[src/rtl/dseg_pkg.sv]
package dseg_pkg;

    localparam int unsigned DEF_VA_W       = 48;
    localparam int unsigned DEF_PA_W       = 46;
    localparam int unsigned DEF_PAGE_SHIFT = 12;

    typedef enum logic [1:0] {
        SEL_BASE   = 2'd0,
        SEL_LIMIT  = 2'd1,
        SEL_OFFSET = 2'd2,
        SEL_NONE   = 2'd3
    } cfg_sel_e;

    typedef enum logic [1:0] {
        SRC_NONE     = 2'd0,
        SRC_SEG      = 2'd1,
        SRC_TLB_HIT  = 2'd2,
        SRC_TLB_MISS = 2'd3
    } src_e;

    typedef enum logic {
        ST_IDLE = 1'b0,
        ST_WAIT = 1'b1
    } ctrl_state_e;

    typedef struct packed {
        logic hit;
        logic ovf;
    } seg_res_t;

    // Returns 1 when the low `sh` bits of v are all zero.
    function automatic logic low_bits_clear(input logic [63:0] v, input int unsigned sh);
        logic [63:0] mask;
        mask = (64'd1 << sh) - 64'd1;
        return (v & mask) == 64'd0;
    endfunction

endpackage

[src/rtl/dseg_regs.sv]
module dseg_regs
    import dseg_pkg::*;
#(
    parameter int unsigned VA_W       = DEF_VA_W,
    parameter int unsigned PAGE_SHIFT = DEF_PAGE_SHIFT
) (
    input  logic            clk,
    input  logic            rst,
    input  logic            cfg_we,
    input  logic [1:0]      cfg_sel,
    input  logic [VA_W-1:0] cfg_wdata,
    output logic [VA_W-1:0] seg_base,
    output logic [VA_W-1:0] seg_limit,
    output logic [VA_W-1:0] seg_offset
);

    localparam int unsigned EXT_W = 64;

    logic     wr_aligned;
    cfg_sel_e sel;

    assign sel        = cfg_sel_e'(cfg_sel);
    assign wr_aligned = low_bits_clear(EXT_W'(cfg_wdata), PAGE_SHIFT);

    always_ff @(posedge clk) begin
        if (rst) begin
            seg_base   <= '0;
            seg_limit  <= '0;
            seg_offset <= '0;
        end else if (cfg_we) begin
            case (sel)
                SEL_BASE:   if (wr_aligned) seg_base  <= cfg_wdata;
                SEL_LIMIT:  if (wr_aligned) seg_limit <= cfg_wdata;
                SEL_OFFSET: seg_offset <= cfg_wdata;
                default: ;
            endcase
        end
    end

    AST_BASE_UNALIGNED_KEPT: assert property (@(posedge clk) disable iff (rst)
        (cfg_we && sel == SEL_BASE && !wr_aligned) |=> $stable(seg_base));
    AST_LIMIT_UNALIGNED_KEPT: assert property (@(posedge clk) disable iff (rst)
        (cfg_we && sel == SEL_LIMIT && !wr_aligned) |=> $stable(seg_limit));
    AST_NO_WRITE_STABLE: assert property (@(posedge clk) disable iff (rst)
        !cfg_we |=> ($stable(seg_base) && $stable(seg_limit) && $stable(seg_offset)));

endmodule

[src/rtl/dseg_match.sv]
module dseg_match
    import dseg_pkg::*;
#(
    parameter int unsigned VA_W = DEF_VA_W,
    parameter int unsigned PA_W = DEF_PA_W
) (
    input  logic [VA_W-1:0] vaddr,
    input  logic [VA_W-1:0] seg_base,
    input  logic [VA_W-1:0] seg_limit,
    input  logic [VA_W-1:0] seg_offset,
    output seg_res_t        res,
    output logic [PA_W-1:0] paddr
);

    localparam int unsigned SUM_W = VA_W + 1;

    logic [SUM_W-1:0] sum;
    logic             above_base;
    logic             below_limit;
    logic             ovf;

    assign above_base  = (vaddr >= seg_base);
    assign below_limit = (vaddr <  seg_limit);
    assign sum         = {1'b0, vaddr} + {1'b0, seg_offset};

    generate
        if (PA_W < SUM_W) begin : g_trunc
            assign ovf   = |sum[SUM_W-1:PA_W];
            assign paddr = sum[PA_W-1:0];
        end else begin : g_wide
            assign ovf   = 1'b0;
            assign paddr = PA_W'(sum);
        end
    endgenerate

    assign res.hit = above_base && below_limit;
    assign res.ovf = ovf;

endmodule

[src/rtl/dseg_ctrl.sv]
module dseg_ctrl
    import dseg_pkg::*;
#(
    parameter int unsigned VA_W = DEF_VA_W,
    parameter int unsigned PA_W = DEF_PA_W
) (
    input  logic            clk,
    input  logic            rst,
    input  logic            req_valid,
    output logic            req_ready,
    input  logic [VA_W-1:0] req_vaddr,
    input  seg_res_t        seg_res,
    input  logic [PA_W-1:0] seg_paddr,
    output logic            tlb_lkp_valid,
    output logic [VA_W-1:0] tlb_lkp_vaddr,
    input  logic            tlb_rsp_valid,
    input  logic            tlb_rsp_hit,
    input  logic [PA_W-1:0] tlb_rsp_paddr,
    output logic            rsp_valid,
    output logic [PA_W-1:0] rsp_paddr,
    output logic            rsp_fault,
    output src_e            rsp_src,
    output logic            walk_valid,
    output logic [VA_W-1:0] walk_vaddr
);

    ctrl_state_e     state;
    logic            accept;
    logic            fl_seg;
    logic [VA_W-1:0] fl_vaddr;

    assign req_ready     = (state == ST_IDLE);
    assign accept        = req_valid && req_ready;
    assign tlb_lkp_valid = accept;
    assign tlb_lkp_vaddr = req_vaddr;

    always_ff @(posedge clk) begin
        if (rst) begin
            state      <= ST_IDLE;
            fl_seg     <= 1'b0;
            fl_vaddr   <= '0;
            rsp_valid  <= 1'b0;
            rsp_paddr  <= '0;
            rsp_fault  <= 1'b0;
            rsp_src    <= SRC_NONE;
            walk_valid <= 1'b0;
            walk_vaddr <= '0;
        end else begin
            rsp_valid  <= 1'b0;
            walk_valid <= 1'b0;
            case (state)
                ST_IDLE: begin
                    if (accept) begin
                        state    <= ST_WAIT;
                        fl_seg   <= seg_res.hit;
                        fl_vaddr <= req_vaddr;
                        if (seg_res.hit) begin
                            rsp_valid <= 1'b1;
                            rsp_src   <= SRC_SEG;
                            rsp_fault <= seg_res.ovf;
                            rsp_paddr <= seg_res.ovf ? '0 : seg_paddr;
                        end
                    end
                end
                ST_WAIT: begin
                    if (tlb_rsp_valid) begin
                        state <= ST_IDLE;
                        if (!fl_seg) begin
                            rsp_valid <= 1'b1;
                            rsp_fault <= 1'b0;
                            if (tlb_rsp_hit) begin
                                rsp_src   <= SRC_TLB_HIT;
                                rsp_paddr <= tlb_rsp_paddr;
                            end else begin
                                rsp_src    <= SRC_TLB_MISS;
                                rsp_paddr  <= '0;
                                walk_valid <= 1'b1;
                                walk_vaddr <= fl_vaddr;
                            end
                        end
                    end
                end
                default: state <= ST_IDLE;
            endcase
        end
    end

    AST_SEG_LATENCY: assert property (@(posedge clk) disable iff (rst)
        (accept && seg_res.hit) |=> (rsp_valid && rsp_src == SRC_SEG));
    AST_SEG_NO_WALK: assert property (@(posedge clk) disable iff (rst)
        (state == ST_WAIT && fl_seg && tlb_rsp_valid) |=> (!walk_valid && !rsp_valid));
    AST_WALK_ON_MISS: assert property (@(posedge clk) disable iff (rst)
        walk_valid |-> (rsp_valid && rsp_src == SRC_TLB_MISS));
    AST_FAULT_SEG_ONLY: assert property (@(posedge clk) disable iff (rst)
        (rsp_valid && rsp_fault) |-> (rsp_src == SRC_SEG));
    AST_BUSY_AFTER_ACCEPT: assert property (@(posedge clk) disable iff (rst)
        accept |=> !req_ready);
    AST_READY_AFTER_TLB: assert property (@(posedge clk) disable iff (rst)
        (state == ST_WAIT && tlb_rsp_valid) |=> req_ready);

endmodule

[src/rtl/dseg_xlate.sv]
module dseg_xlate
    import dseg_pkg::*;
#(
    parameter int unsigned VA_W       = DEF_VA_W,
    parameter int unsigned PA_W       = DEF_PA_W,
    parameter int unsigned PAGE_SHIFT = DEF_PAGE_SHIFT
) (
    input  logic            clk,
    input  logic            rst,
    input  logic            cfg_we,
    input  logic [1:0]      cfg_sel,
    input  logic [VA_W-1:0] cfg_wdata,
    input  logic            req_valid,
    output logic            req_ready,
    input  logic [VA_W-1:0] req_vaddr,
    output logic            tlb_lkp_valid,
    output logic [VA_W-1:0] tlb_lkp_vaddr,
    input  logic            tlb_rsp_valid,
    input  logic            tlb_rsp_hit,
    input  logic [PA_W-1:0] tlb_rsp_paddr,
    output logic            rsp_valid,
    output logic [PA_W-1:0] rsp_paddr,
    output logic            rsp_fault,
    output logic [1:0]      rsp_src,
    output logic            walk_valid,
    output logic [VA_W-1:0] walk_vaddr
);

    logic [VA_W-1:0] seg_base;
    logic [VA_W-1:0] seg_limit;
    logic [VA_W-1:0] seg_offset;
    seg_res_t        seg_res;
    logic [PA_W-1:0] seg_paddr;
    src_e            src;

    dseg_regs #(.VA_W(VA_W), .PAGE_SHIFT(PAGE_SHIFT)) u_regs (
        .clk        (clk),
        .rst        (rst),
        .cfg_we     (cfg_we),
        .cfg_sel    (cfg_sel),
        .cfg_wdata  (cfg_wdata),
        .seg_base   (seg_base),
        .seg_limit  (seg_limit),
        .seg_offset (seg_offset)
    );

    dseg_match #(.VA_W(VA_W), .PA_W(PA_W)) u_match (
        .vaddr      (req_vaddr),
        .seg_base   (seg_base),
        .seg_limit  (seg_limit),
        .seg_offset (seg_offset),
        .res        (seg_res),
        .paddr      (seg_paddr)
    );

    dseg_ctrl #(.VA_W(VA_W), .PA_W(PA_W)) u_ctrl (
        .clk           (clk),
        .rst           (rst),
        .req_valid     (req_valid),
        .req_ready     (req_ready),
        .req_vaddr     (req_vaddr),
        .seg_res       (seg_res),
        .seg_paddr     (seg_paddr),
        .tlb_lkp_valid (tlb_lkp_valid),
        .tlb_lkp_vaddr (tlb_lkp_vaddr),
        .tlb_rsp_valid (tlb_rsp_valid),
        .tlb_rsp_hit   (tlb_rsp_hit),
        .tlb_rsp_paddr (tlb_rsp_paddr),
        .rsp_valid     (rsp_valid),
        .rsp_paddr     (rsp_paddr),
        .rsp_fault     (rsp_fault),
        .rsp_src       (src),
        .walk_valid    (walk_valid),
        .walk_vaddr    (walk_vaddr)
    );

    assign rsp_src = src;

    AST_EMPTY_NO_HIT: assert property (@(posedge clk) disable iff (rst)
        (seg_base >= seg_limit) |-> !seg_res.hit);
    AST_BOUND_LIMIT_MISS: assert property (@(posedge clk) disable iff (rst)
        (req_vaddr == seg_limit) |-> !seg_res.hit);

endmodule

[config.mk]
export PLATFORM = sky130hd
export DESIGN_NAME = dseg_xlate
export DESIGN_NICKNAME = d
export VERILOG_FILES = /design/src/rtl/dseg_pkg.sv /design/src/rtl/dseg_regs.sv /design/src/rtl/dseg_match.sv /design/src/rtl/dseg_ctrl.sv /design/src/rtl/dseg_xlate.sv
export SDC_FILE = /design/constraint.sdc
export NUM_CORES = 1
export LEC_CHECK = 0
export BUFFER_PORTS_ARGS = -buffer_cell sky130_fd_sc_hd__buf_2
export CAP_MARGIN = 20
export CELL_PAD_IN_SITES_DETAIL_PLACEMENT = 1
export CELL_PAD_IN_SITES_GLOBAL_PLACEMENT = 1
export CORE_UTILIZATION = 40
export CTS_CLUSTER_SIZE = 40
export DETAILED_ROUTE_END_ITERATION = 8
export PLACE_DENSITY = 0.76
export SYNTH_ARGS = -nofsm -noshare
export SYNTH_HDL_FRONTEND = slang
export SYNTH_SLANG_ARGS = --single-unit
[constraint.sdc]
create_clock -name clk -period 4.96 [get_ports clk]
set_input_delay 0.248 -clock clk [delete_from_list [all_inputs] [get_ports clk]]
set_output_delay 0.248 -clock clk [all_outputs]
set_load 0.02 [all_outputs]
==> flow_metrics.py <==
metrics = {
    "status": {
        "outcome": "completed",
    },
    "timing": {
        "clock-skew-final_ns": 0.0185,
        "slew_viol_final": 0,
        "max_slew_margin": 0.316,
        "tightest_slew_ns": 1.03,
        "fin_setup_tns_ns": 0,
        "hold_slack_ns": 0.0149,
        "fmax_ghz": 0.253,
        "fin_crit_sh": 0.796,
        "finalHoldViolCount": 0,
        "setup_viol": 0,
        "fin_crit_ns": 3.95,
        "rsz0062_at_grt": "false",
    },
    "global_routing": {
        "grt_pass1_wl_um": 88200,
        "grt_overflow": 0,
        "grt_start_max_net_pins": 127,
        "grt_use_total": 0.274,
        "first_global_vias": 16251,
        "antenna_found_initial": 0,
    },
    "die": {
        "boundaryPins": 299,
        "start_util": 0.406,
        "die_h_um": 203,
        "fp.dieW_um": 203,
        "num_rows": 73,
        "die-area_sq_mm": 0.0411,
        "core_sq_mm": 0.0397,
    },
    "synthesis": {
        "yosysWarnings": 0,
        "synth_ff_type": "dfxtp_1",
        "netlist_area_sq_mm": 0.0161,
        "synthArstFlopShare": 0,
        "synth_fp_nets": 2325,
        "ys_seq_elements": 293,
        "postSynthAreaPerCell_sq_um": 7.95,
        "syn-instance-count": 2031,
        "yosysSeqAreaShare": 0.363,
        "synth_edf_count": 0,
        "yosysUniqueCellTypes": 72,
    },
    "placed_design": {
        "place.gp.congestion": 0.901,
        "hpwl_um": 40700,
        "placed_cells": 2700,
        "port_buffers": 298,
    },
    "route": {
        "ant_nets": 0,
        "drt_iter0_markers": 718,
        "route.detailed.drc": 0,
        "dr_total_vias": 15510,
        "wl_um": 57300,
        "firstDrtPassIters": 5,
        "post_drt_wl_per_cell_um": 20.2,
        "viasPerCell": 5.47,
    },
    "cells_and_area": {
        "antenna_cells": 0,
        "fin_cells": 2834,
        "layout_common_cells": "486 x nand2_1, 300 x a21oi_1, 297 x buf_2",
        "mostFrequentLayoutCell": "nand2_1",
        "fin_nets": 2576,
        "drive_above_1_share": 0.201,
        "area_growth_pct": 20.8,
    },
    "clock_network": {
        "clk_pin_slew_ns": 0.06,
        "cts_tree": "yes",
        "clock_sinks": 293,
        "cts_hold_buf": 69,
        "numCtsBuffers": 35,
        "cts_root_buffer": "clkbuf_16",
        "clockBufferDepth": 3,
        "htreeDepth": 2,
        "post_cts_buffers": 0,
        "clk_latency_ns": 0.57,
        "cts_resized": 0,
    },
    "worst_setup_path": {
        "r2r_slack_ns": 1.11,
        "crit_required_ns": 5.43,
        "cp-end-kind": "register",
        "crit_arrival_ns": 4.42,
        "crit_fanout": 44,
        "cp-start-kind": "input pin",
        "worstSetupPathType": "input pin to register",
    },
    "power_and_ir_drop": {
        "power_per_cell_area_mw_per_mm2": 314,
        "vdd_drop_max_v": 0.000211,
        "leakage_nw": 7.74,
    },
    "hold_path": {
        "hold_class": "input pin to register",
    },
    "run": {
        "max_cap_viol_count": 0,
    },
}
==> final timing paths <==
path / from / endpoint / cells after the start
setup / recovery: req_vaddr[0] / u_ctrl.rsp_paddr[8]$_SDFFE_PP0P_ / 15
hold / removal: req_vaddr[32] / u_ctrl.fl_vaddr[32]$_SDFFE_PP0P_ / 3
setup reg to reg: u_regs.seg_offset[0]$_SDFFE_PP0P_ / u_ctrl.rsp_paddr[8]$_SDFFE_PP0P_ / 13
hold reg to reg: u_regs.seg_base[3]$_SDFFE_PP0P_ / u_regs.seg_base[3]$_SDFFE_PP0P_ / 2
==> synthesized netlist by cell type (all sizes together), types with 22 or more instances <==
cell,instances,share of area
nor2,81,0.019
dfxtp,293,0.36
a21o,27,0.013
inv,112,0.026
nor3,33,0.010
a211oi,56,0.038
o21ai,47,0.015
xnor2,22,0.012
nand3,24,0.0074
clkbuf,92,0.021
a21oi,302,0.094
a22oi,39,0.029
nand4,32,0.012
ha,143,0.11
buf,75,0.032
nand2,487,0.11
==> routing by layer <==
metal  vias to the layer above  track usage  part of all wire  wire, um
li1                       7450            -                 -         -
met1                      7592        0.320              0.42     24000
met2                       348        0.501              0.51     29000
met3                       120       0.0432             0.041      2330
met4                         0        0.103             0.034      1970
met5                         -            0                 0         0
==> sequential cells by signal (all words and copies together) (netlist names) <==
register	cells
u_ctrl.fl_vaddr	48
u_ctrl.walk_vaddr	48
u_regs.seg_base	48
u_regs.seg_limit	48
u_regs.seg_offset	48
u_ctrl.rsp_paddr	46
u_ctrl.rsp_src	2
u_ctrl.fl_seg	1
u_ctrl.rsp_fault	1
u_ctrl.rsp_valid	1
u_ctrl.state	1
u_ctrl.walk_valid	1
==> cell families after synthesis <==
kind of cell | share of synthesized area
simple gates | 0.190
compound gates | 0.232
flops | 0.363
buf+inv | 0.0792
fa+ha+maj | 0.112
xor+xnor | 0.0217
mux | 0.00186
==> stage by stage <==
step | setup slack, ns | instance area, sq um | utilization | power [W]
after detailed placement | 1.04 | 17600 | 0.443 | 0.00346
after global routing | 0.709 | 19500 | 0.491 | 0.00637
after floorplan | 1.84 | 16100 | - | 0.00312
final | 1.01 | 19500 | 0.491 | 0.00613
after global placement | 1.23 | 17600 | 0.443 | 0.00342
after CTS | 1.07 | 19500 | 0.490 | 0.00619
==> layout make-up <==
cell class	instances	area, sq um
Clock inverter	15	190
Multi-Input combinational cell	1459	9020
Sequential cell	293	5870
Fill cell	4856	20200
Inverter	112	420
Clock buffer	49	988
Timing Repair Buffer	381	2350
Tap cell	525	657
==> worst max-delay path: stages <==
cell           delay, ns
dlygate4sd3_1       0.54
buf_2               0.18
ha_1                0.21
inv_1               0.06
fa_1                0.38
nand2b_1            0.20
a21oi_1             0.36
o21ai_1             0.24
o21a_1              0.27
o211ai_1            0.44
a21oi_1             0.20
nor4b_4             0.30
buf_12              0.33
a32oi_1             0.16
a211oi_1            0.26
==> where the power goes <==
part	switching, W	internal (W)	total [W]	leakage, nW
clock network	0.00111	0.00157	0.00267	0.581
logic	0.000632	0.000354	0.000986	4.78
registers	0.0000439	0.00243	0.00247	2.38
No activity file was read; power rests on OpenSTA's default activity.
